[config.mk]
export PLATFORM = sky130hd
export DESIGN_NAME = mpadd_unit
export DESIGN_NICKNAME = d
export VERILOG_FILES = /design/src/rtl/mpadd_pkg.sv /design/src/rtl/mpadd_lane_gate.sv /design/src/rtl/mpadd_scan.sv /design/src/rtl/mpadd_unit.sv
export SDC_FILE = /design/constraint.sdc
export NUM_CORES = 1
export LEC_CHECK = 0
export BUFFER_PORTS_ARGS = -buffer_cell sky130_fd_sc_hd__buf_2
export CORE_ASPECT_RATIO = 1.25
export CORE_UTILIZATION = 30
export CTS_CLUSTER_SIZE = 16
export DETAILED_ROUTE_END_ITERATION = 8
export GPL_ROUTABILITY_DRIVEN = 0
export PLACE_DENSITY = 0.46
export SETUP_SLACK_MARGIN = 0.2
export SKIP_CTS_REPAIR_TIMING = 1
export SLEW_MARGIN = 0
export SYNTH_ARGS = -nofsm -noshare
export SYNTH_HDL_FRONTEND = slang
export SYNTH_SLANG_ARGS = --single-unit
[constraint.sdc]
create_clock -name clk -period 11.5 [get_ports clk]
set_input_delay 1.15 -clock clk [delete_from_list [all_inputs] [get_ports clk]]
set_output_delay 1.15 -clock clk [all_outputs]
set_load 0.03 [all_outputs]
[src/rtl/mpadd_pkg.sv]
package mpadd_pkg;
  // number of doubling stages needed to span n lanes (at least one)
  function automatic int scan_levels(input int n);
    int l;
    l = 0;
    while ((1 << l) < n) l++;
    return (l < 1) ? 1 : l;
  endfunction
endpackage

[src/rtl/mpadd_lane_gate.sv]
module mpadd_lane_gate #(
  parameter int N = 8,
  parameter int W = 16
) (
  input  logic [N-1:0]          lane_en,
  input  logic [N*W-1:0]        lane_flat,
  output logic [N-1:0][W-1:0]   lane_gated
);
  // an idle lane contributes zero to every sum
  for (genvar g = 0; g < N; g++) begin : g_lane
    assign lane_gated[g] = lane_en[g] ? lane_flat[g*W +: W] : '0;
  end
endmodule

[src/rtl/mpadd_scan.sv]
module mpadd_scan #(
  parameter int N = 8,
  parameter int W = 16
) (
  input  logic [N-1:0][W-1:0] term_in,
  output logic [N-1:0][W-1:0] excl_out,
  output logic [W-1:0]        sum_out
);
  import mpadd_pkg::*;
  localparam int LV = scan_levels(N);

  // stage s holds, per lane, the sum of up to 2^s terms ending at that lane
  logic [W-1:0] stage [0:LV][N];

  for (genvar i = 0; i < N; i++) begin : g_seed
    assign stage[0][i] = term_in[i];
  end

  for (genvar s = 0; s < LV; s++) begin : g_lvl
    for (genvar i = 0; i < N; i++) begin : g_node
      if (i >= (1 << s)) begin : g_add
        assign stage[s+1][i] = stage[s][i] + stage[s][i-(1 << s)];
      end else begin : g_pass
        assign stage[s+1][i] = stage[s][i];
      end
    end
  end

  for (genvar i = 0; i < N; i++) begin : g_excl
    if (i == 0) begin : g_first
      assign excl_out[i] = '0;
    end else begin : g_rest
      assign excl_out[i] = stage[LV][i-1];
    end
  end

  assign sum_out = stage[LV][N-1];
endmodule

[src/rtl/mpadd_unit.sv]
module mpadd_unit #(
  parameter int N = 8,
  parameter int W = 16
) (
  input  logic           clk,
  input  logic           rst_n,
  input  logic           init_valid,
  input  logic [W-1:0]   init_value,
  input  logic [N-1:0]   req_valid,
  input  logic [N*W-1:0] req_operand,
  output logic [N-1:0]   res_valid,
  output logic [N*W-1:0] res_value,
  output logic [W-1:0]   total_value
);
  logic [N-1:0][W-1:0] gated;
  logic [N-1:0][W-1:0] excl;
  logic [W-1:0]        grand;
  logic [W-1:0]        base;
  logic [W-1:0]        total_q;
  logic [N-1:0]        vld_q;
  logic [N-1:0][W-1:0] val_q;
  logic                any_req;

  mpadd_lane_gate #(.N(N), .W(W)) u_gate (
    .lane_en   (req_valid),
    .lane_flat (req_operand),
    .lane_gated(gated)
  );

  mpadd_scan #(.N(N), .W(W)) u_scan (
    .term_in (gated),
    .excl_out(excl),
    .sum_out (grand)
  );

  assign any_req = |req_valid;
  // a same-cycle load becomes the base of this operation
  assign base    = init_valid ? init_value : total_q;

  always_ff @(posedge clk) begin
    if (!rst_n) begin
      total_q <= '0;
      vld_q   <= '0;
      val_q   <= '0;
    end else begin
      vld_q <= req_valid;
      if (init_valid || any_req) total_q <= base + grand;
      if (any_req) begin
        for (int j = 0; j < N; j++) val_q[j] <= base + excl[j];
      end
    end
  end

  assign res_valid   = vld_q;
  assign res_value   = val_q;
  assign total_value = total_q;

  // scan output relations, checked against a serial chain
  for (genvar j = 1; j < N; j++) begin : g_chk
    a_r3_prefix_step: assert property (@(posedge clk) disable iff (!rst_n)
      excl[j] == excl[j-1] + gated[j-1]);
  end

  a_r4_sum_link: assert property (@(posedge clk) disable iff (!rst_n)
    grand == excl[N-1] + gated[N-1]);

  a_r2_load: assert property (@(posedge clk) disable iff (!rst_n)
    (init_valid && !any_req) |=> total_value == $past(init_value));

  a_r9_idle_hold: assert property (@(posedge clk) disable iff (!rst_n)
    (!init_valid && !any_req) |=> ($stable(total_value) && res_valid == '0));

  a_r7_lane0_base: assert property (@(posedge clk) disable iff (!rst_n)
    req_valid[0] |=> res_value[W-1:0] ==
      ($past(init_valid) ? $past(init_value) : $past(total_value)));

  a_r4_total_top: assert property (@(posedge clk) disable iff (!rst_n)
    any_req |=> total_value == res_value[(N-1)*W +: W] +
      ($past(req_valid[N-1]) ? $past(req_operand[(N-1)*W +: W]) : '0));

  a_r6_pulse: assert property (@(posedge clk) disable iff (!rst_n)
    1'b1 |=> res_valid == $past(req_valid));
endmodule

# --- Yosys cells after proc, flatten, opt, wreduce, memory -nomap -nowiden ---
# Index checks and enable logic that the tools add are counted.
classes:
  muxes: 9
  n_addsub: 25
  n_reduce_logical: 2
op_table:
  columns: ["cell", "count"]
  rows:
  - ["adder 16 bit", 25]
  - ["two-way mux 16 bit", 9]
  - ["OR reduction 8 bit", 1]
  - ["logical OR 1 bit", 1]
totals:
  in_bits: 155
  reg_bits: 152
  out_inout_bits: 152
  elab_cells: 46

# --- Depth between registers and ports, before layout ---
depth:
  word_depth: 5
  ltp_mapped: 38
  depth_no_buf: 34

# --- By module ---
# A second synthesis with hierarchy kept.
hier_totals:
  cells_unflattened: 2750
  hier_area_um2: 22023.6
by_module_without_submodules:
  columns: ["module", "seq_area_each_um2", "n_inst", "cells_each", "area_each_um2"]
  rows:
  - ["mpadd_unit", 3042.9, 1, 1401, 11389.7]
  - ["mpadd_scan", 0.0, 1, 1213, 9646.8]
  - ["mpadd_lane_gate", 0.0, 1, 136, 987.2]

# --- Least setup slack after synthesis ---
# No wires, ideal clock.
synth_timing:
  path_type: "in2reg"
  from: "input req_valid[2]"
  to: "register val_q, in the netlist res_value[127]"
  arrival_ps: 8658
  path_buffers: 4
  slack_ps: 2719
  setup_ps: 123
  required_time_ps: 11377
  stages: 36
  cell_sequence: "clkbuf_1 buf_2 clkbuf_1 clkbuf_1 and2_1 ha_1 fa_1 o21a_1 o2bb2ai_1 o31ai_1 a311oi_1 maj3_1 o21bai_1 a21o_1 a21o_1 a21oi_1 o21bai_1 xor2_1 ha_1 inv_1 nor4_1 a2111oi_0 o211ai_1 fa_1 fa_1 fa_1 ha_1 nor3_1 o2111a_1 nor3_1 a21oi_1 o21bai_1 xnor2_1 xnor2_1 nand4_1 nor3b_1"
synth_via:
  elab_chain_cells: 5
  word_cells_on_any_way: 6
  classes_between: "4 x add/sub; 1 x mux; 1 x reduce/logical"
synth_rtl:
  columns: ["item", "line", "source"]
  rows:
  - ["start: declaration", "mpadd_unit.sv:9", "input logic [N-1:0] req_valid,"]
  - ["two-way mux 16 bit", "mpadd_lane_gate.sv:11", "assign lane_gated[g] = lane_en[g] ? lane_flat[g*W +: W] : '0;"]
  - ["adder 16 bit (3 in a row)", "mpadd_scan.sv:22", "assign stage[s+1][i] = stage[s][i] + stage[s][i-(1 << s)];"]
  - ["adder 16 bit", "mpadd_unit.sv:49", "for (int j = 0; j < N; j++) val_q[j] <= base + excl[j];"]
  - ["end signal: assignment", "mpadd_unit.sv:44", "val_q <= '0;"]
  - ["end: declaration", "mpadd_unit.sv:21", "logic [N-1:0][W-1:0] val_q;"]
# Parallel ways exist; a longest one is shown, timed or not.
# A chain may end at the register's enable or synchronous reset.

# --- Worst setup path in the final report ---
layout_timing:
  from: "input req_valid[0]"
  to: "register total_q[15], in the netlist total_value[15]"
layout_via:
  elab_chain_cells: 5
  word_cells_on_any_way: 7
  classes_between: "4 x add/sub; 1 x mux; 2 x reduce/logical"
layout_rtl:
  columns: ["item", "line", "source"]
  rows:
  - ["two-way mux 16 bit", "mpadd_lane_gate.sv:11", null]
  - ["adder 16 bit (3 in a row)", "mpadd_scan.sv:22", null]
  - ["adder 16 bit", "mpadd_unit.sv:47", "if (init_valid || any_req) total_q <= base + grand;"]
  - ["end signal: assignment", "mpadd_unit.sv:47", null]
  - ["end: declaration", "mpadd_unit.sv:19", "logic [W-1:0] total_q;"]
# Parallel ways exist; a longest one is shown, timed or not.

==> flow_summary.json <==
{
  "synth_nets": 2981,
  "start_util_pct": 30.4,
  "fin_crit_sh_pct": 80.0,
  "synth.cell_area_um2": 19700,
  "cts_max_path_buffers": 2,
  "finalCriticalPeriod_ns": 9.20,
  "final_cell_mix": "buf_2 (306), nand2_1 (299), inv_1 (289), a21oi_1 (229), ha_1 (207)",
  "cts-buffers-inserted": 17,
  "critPathKind": "in -> reg",
  "chipHeight_um": 288,
  "worstMarginPinSlew_ns": 1.12,
  "drtIter0Drc": 1250,
  "grt_first_pass_wirelength_um": 119000,
  "routed_wl_um": 81900,
  "p_leak_uw": 0.0113,
  "slowest_delay_ns": 0.56,
  "r2r_cells": 17,
  "power_density_nw_per_um2": 324,
  "hold_violations": 0,
  "viasPerCell": 5.12,
  "vias": 18300,
  "avgSynthCellArea_um2": 7.98,
  "r2r_end": "res_value[127]$_SDFFE_PN0P_",
  "cp-start-kind": "primary input",
  "drc": 0,
  "wl_per_cell_um": 22.9,
  "crit_start": "req_valid[0]",
  "synth_edf_count": 0,
  "cts.clk_slew.worst_paths_ns": 0.08,
  "synth-main-ff-cell": "dfxtp_1",
  "nFillCells": 6844,
  "grt_start_max_net_pins": 94,
  "htreeDepth": 4,
  "yosysWarnings": 0,
  "worstPathRequired_ns": 11.95,
  "setup-violations-final": 0,
  "hold_depth": 2,
  "cts_tree": "done",
  "ant_nets": 0,
  "crit_path_end_kind": "flop",
  "fin_nets": 3234,
  "clkLatencyLatePin_ns": 0.50,
  "clock.fmax_mhz": 109,
  "ys_ff_latch": 152,
  "cp_slowest_cell": "fa_1",
  "design.portCount": 307,
  "rsz0062_at_grt": "no",
  "whs_ns": 0.450,
  "fin_tns_setup_ns": 0,
  "ys_seq_area_share_pct": 15.5,
  "cap_violations": 0,
  "yosysUniqueCellTypes": 80,
  "hpwl_um": 69300,
  "synthesis.instances": 2467,
  "layout_commonest_cell": "buf_2",
  "design.core.area_um2": 64700,
  "reg2reg_from": "total_value[5]$_SDFFE_PN0P_",
  "cts.sinks": 152,
  "hold_path_class": "reg -> reg",
  "path_max_fanout": 26,
  "syn_to_final_growth_pct": 15.0,
  "worstPathArrival_ns": 9.65,
  "vdd_drop_max_v": 0.000187,
  "cts_root_buf": "clkbuf_16",
  "die_area_um2": 66600,
  "crit_end": "total_value[15]$_SDFFE_PN0P_",
  "globalRouteTotalUtil_pct": 24.8,
  "status": "finished, final reports clean",
  "grt_pass1_vias": 18400,
  "antenna_found_initial": 1,
  "drive_gt1_share_pct": 13.8,
  "portBuffers": 306,
  "first_pass_iters": 6,
  "final_util_pct": 35.0,
  "placementRows": 104,
  "finClkSkew_ns": 0.0228,
  "die_width_um": 231,
  "r2r_slack_ns": 5.66,
  "grt-ovfl-total": 0,
  "relSlewSlack_pct": 23.4,
  "slew_viol_final": 0,
  "synthArstFlopShare_pct": 0
}
-- synthesized netlist by cell type, types with 13 or more instances --
cell | n | area (µm²)
dfxtp_1 | 152 | 3040
a21oi_1 | 229 | 1150
nand3_1 | 57 | 285
inv_1 | 289 | 1080
a31oi_1 | 13 | 81.3
and2_1 | 99 | 619
o21ai_0 | 66 | 330
o211ai_1 | 15 | 113
fa_1 | 152 | 3040
a21o_1 | 54 | 405
ha_1 | 207 | 2590
xnor2_1 | 143 | 1250
nor2b_1 | 16 | 100
nor3_1 | 45 | 225
nand2_1 | 299 | 1120
o31ai_1 | 15 | 113
or3_1 | 23 | 144
nor2_1 | 129 | 484
xor2_1 | 61 | 534
mux2i_1 | 18 | 180
o21bai_1 | 52 | 390
and3_1 | 18 | 113
clkbuf_1 | 77 | 289
a211oi_1 | 44 | 330
-- how the worst min path moves through the flow --
stage	from	endpoint
2_1_floorplan	res_value[112]$_SDFFE_PN0P_	res_value[112]$_SDFFE_PN0P_
4_1_cts	res_value[96]$_SDFFE_PN0P_	res_value[96]$_SDFFE_PN0P_
6_report	res_value[65]$_SDFFE_PN0P_	res_value[65]$_SDFFE_PN0P_
5_1_grt	res_value[83]$_SDFFE_PN0P_	res_value[83]$_SDFFE_PN0P_
3_3_place_gp	res_value[83]$_SDFFE_PN0P_	res_value[83]$_SDFFE_PN0P_
3_5_place_dp	res_value[25]$_SDFFE_PN0P_	res_value[25]$_SDFFE_PN0P_
-- registers in the layout (all words and copies together) (netlist names) --
register	cells
res_valid	8
res_value	128
total_value	16
-- critical path: cells and delay by family --
family                     cells  cell delay, ns
buffers and inverters          4            0.94
xor gates and xnor gates       5            1.32
AOI/OAI and AO/OA              9            1.83
and+or+nand+nor                9            1.52
adders and majority gates      7            2.86
-- per-stage QoR --
step / instances / setup slack (ns) / power, µW / area [µm²]
after detailed placement: 3549 / 1.87 / 6750 / 22100
after floorplan: 2467 / 2.72 / 5000 / 19700
final: 3583 / 2.30 / 7340 / 22600
after CTS: 3581 / 2.39 / 7390 / 22600
after global placement: 3549 / 2.11 / 6690 / 22100
after global routing: 3582 / 1.61 / 8020 / 22600
-- metal layers --
| metal | wire (µm) | vias to the layer above | GRT usage [%] |
|---|---|---|---|
| li1 | - | 8928 | - |
| met1 | 30200 | 8766 | 25.7 |
| met2 | 44000 | 499 | 47.6 |
| met3 | 2360 | 150 | 2.25 |
| met4 | 5380 | 0 | 15.6 |
| met5 | 0 | - | 0 |
-- cell type report --
type | count | area, µm² | share of cell area [%]
clock inverter | 13 | 138 | 0.608
inverter | 290 | 1090 | 4.82
clock buffer | 19 | 443 | 1.96
sequential | 152 | 3040 | 13.4
timing repair buffer | 320 | 1640 | 7.23
multi-input combinational | 1939 | 15200 | 67.2
tap | 848 | 1060 | 4.69
antenna | 2 | 5.00 | 0.0221
-- power by group --
part | leakage (µW) | switching [µW] | internal [µW]
sequential | 0.00127 | 108 | 741
combinational | 0.00973 | 3600 | 2290
clock | 0.000276 | 284 | 309
-- cell families after synthesis --
family	after synthesis	share of synthesized area, %
flops	152	15.5
fa+ha+maj	366	29.0
xor+xnor	210	9.74
mux	20	1.09
compound gates	595	19.5
buf+inv	376	7.24
simple gates	748	18.0
No activity file was read; power rests on OpenSTA's default activity.
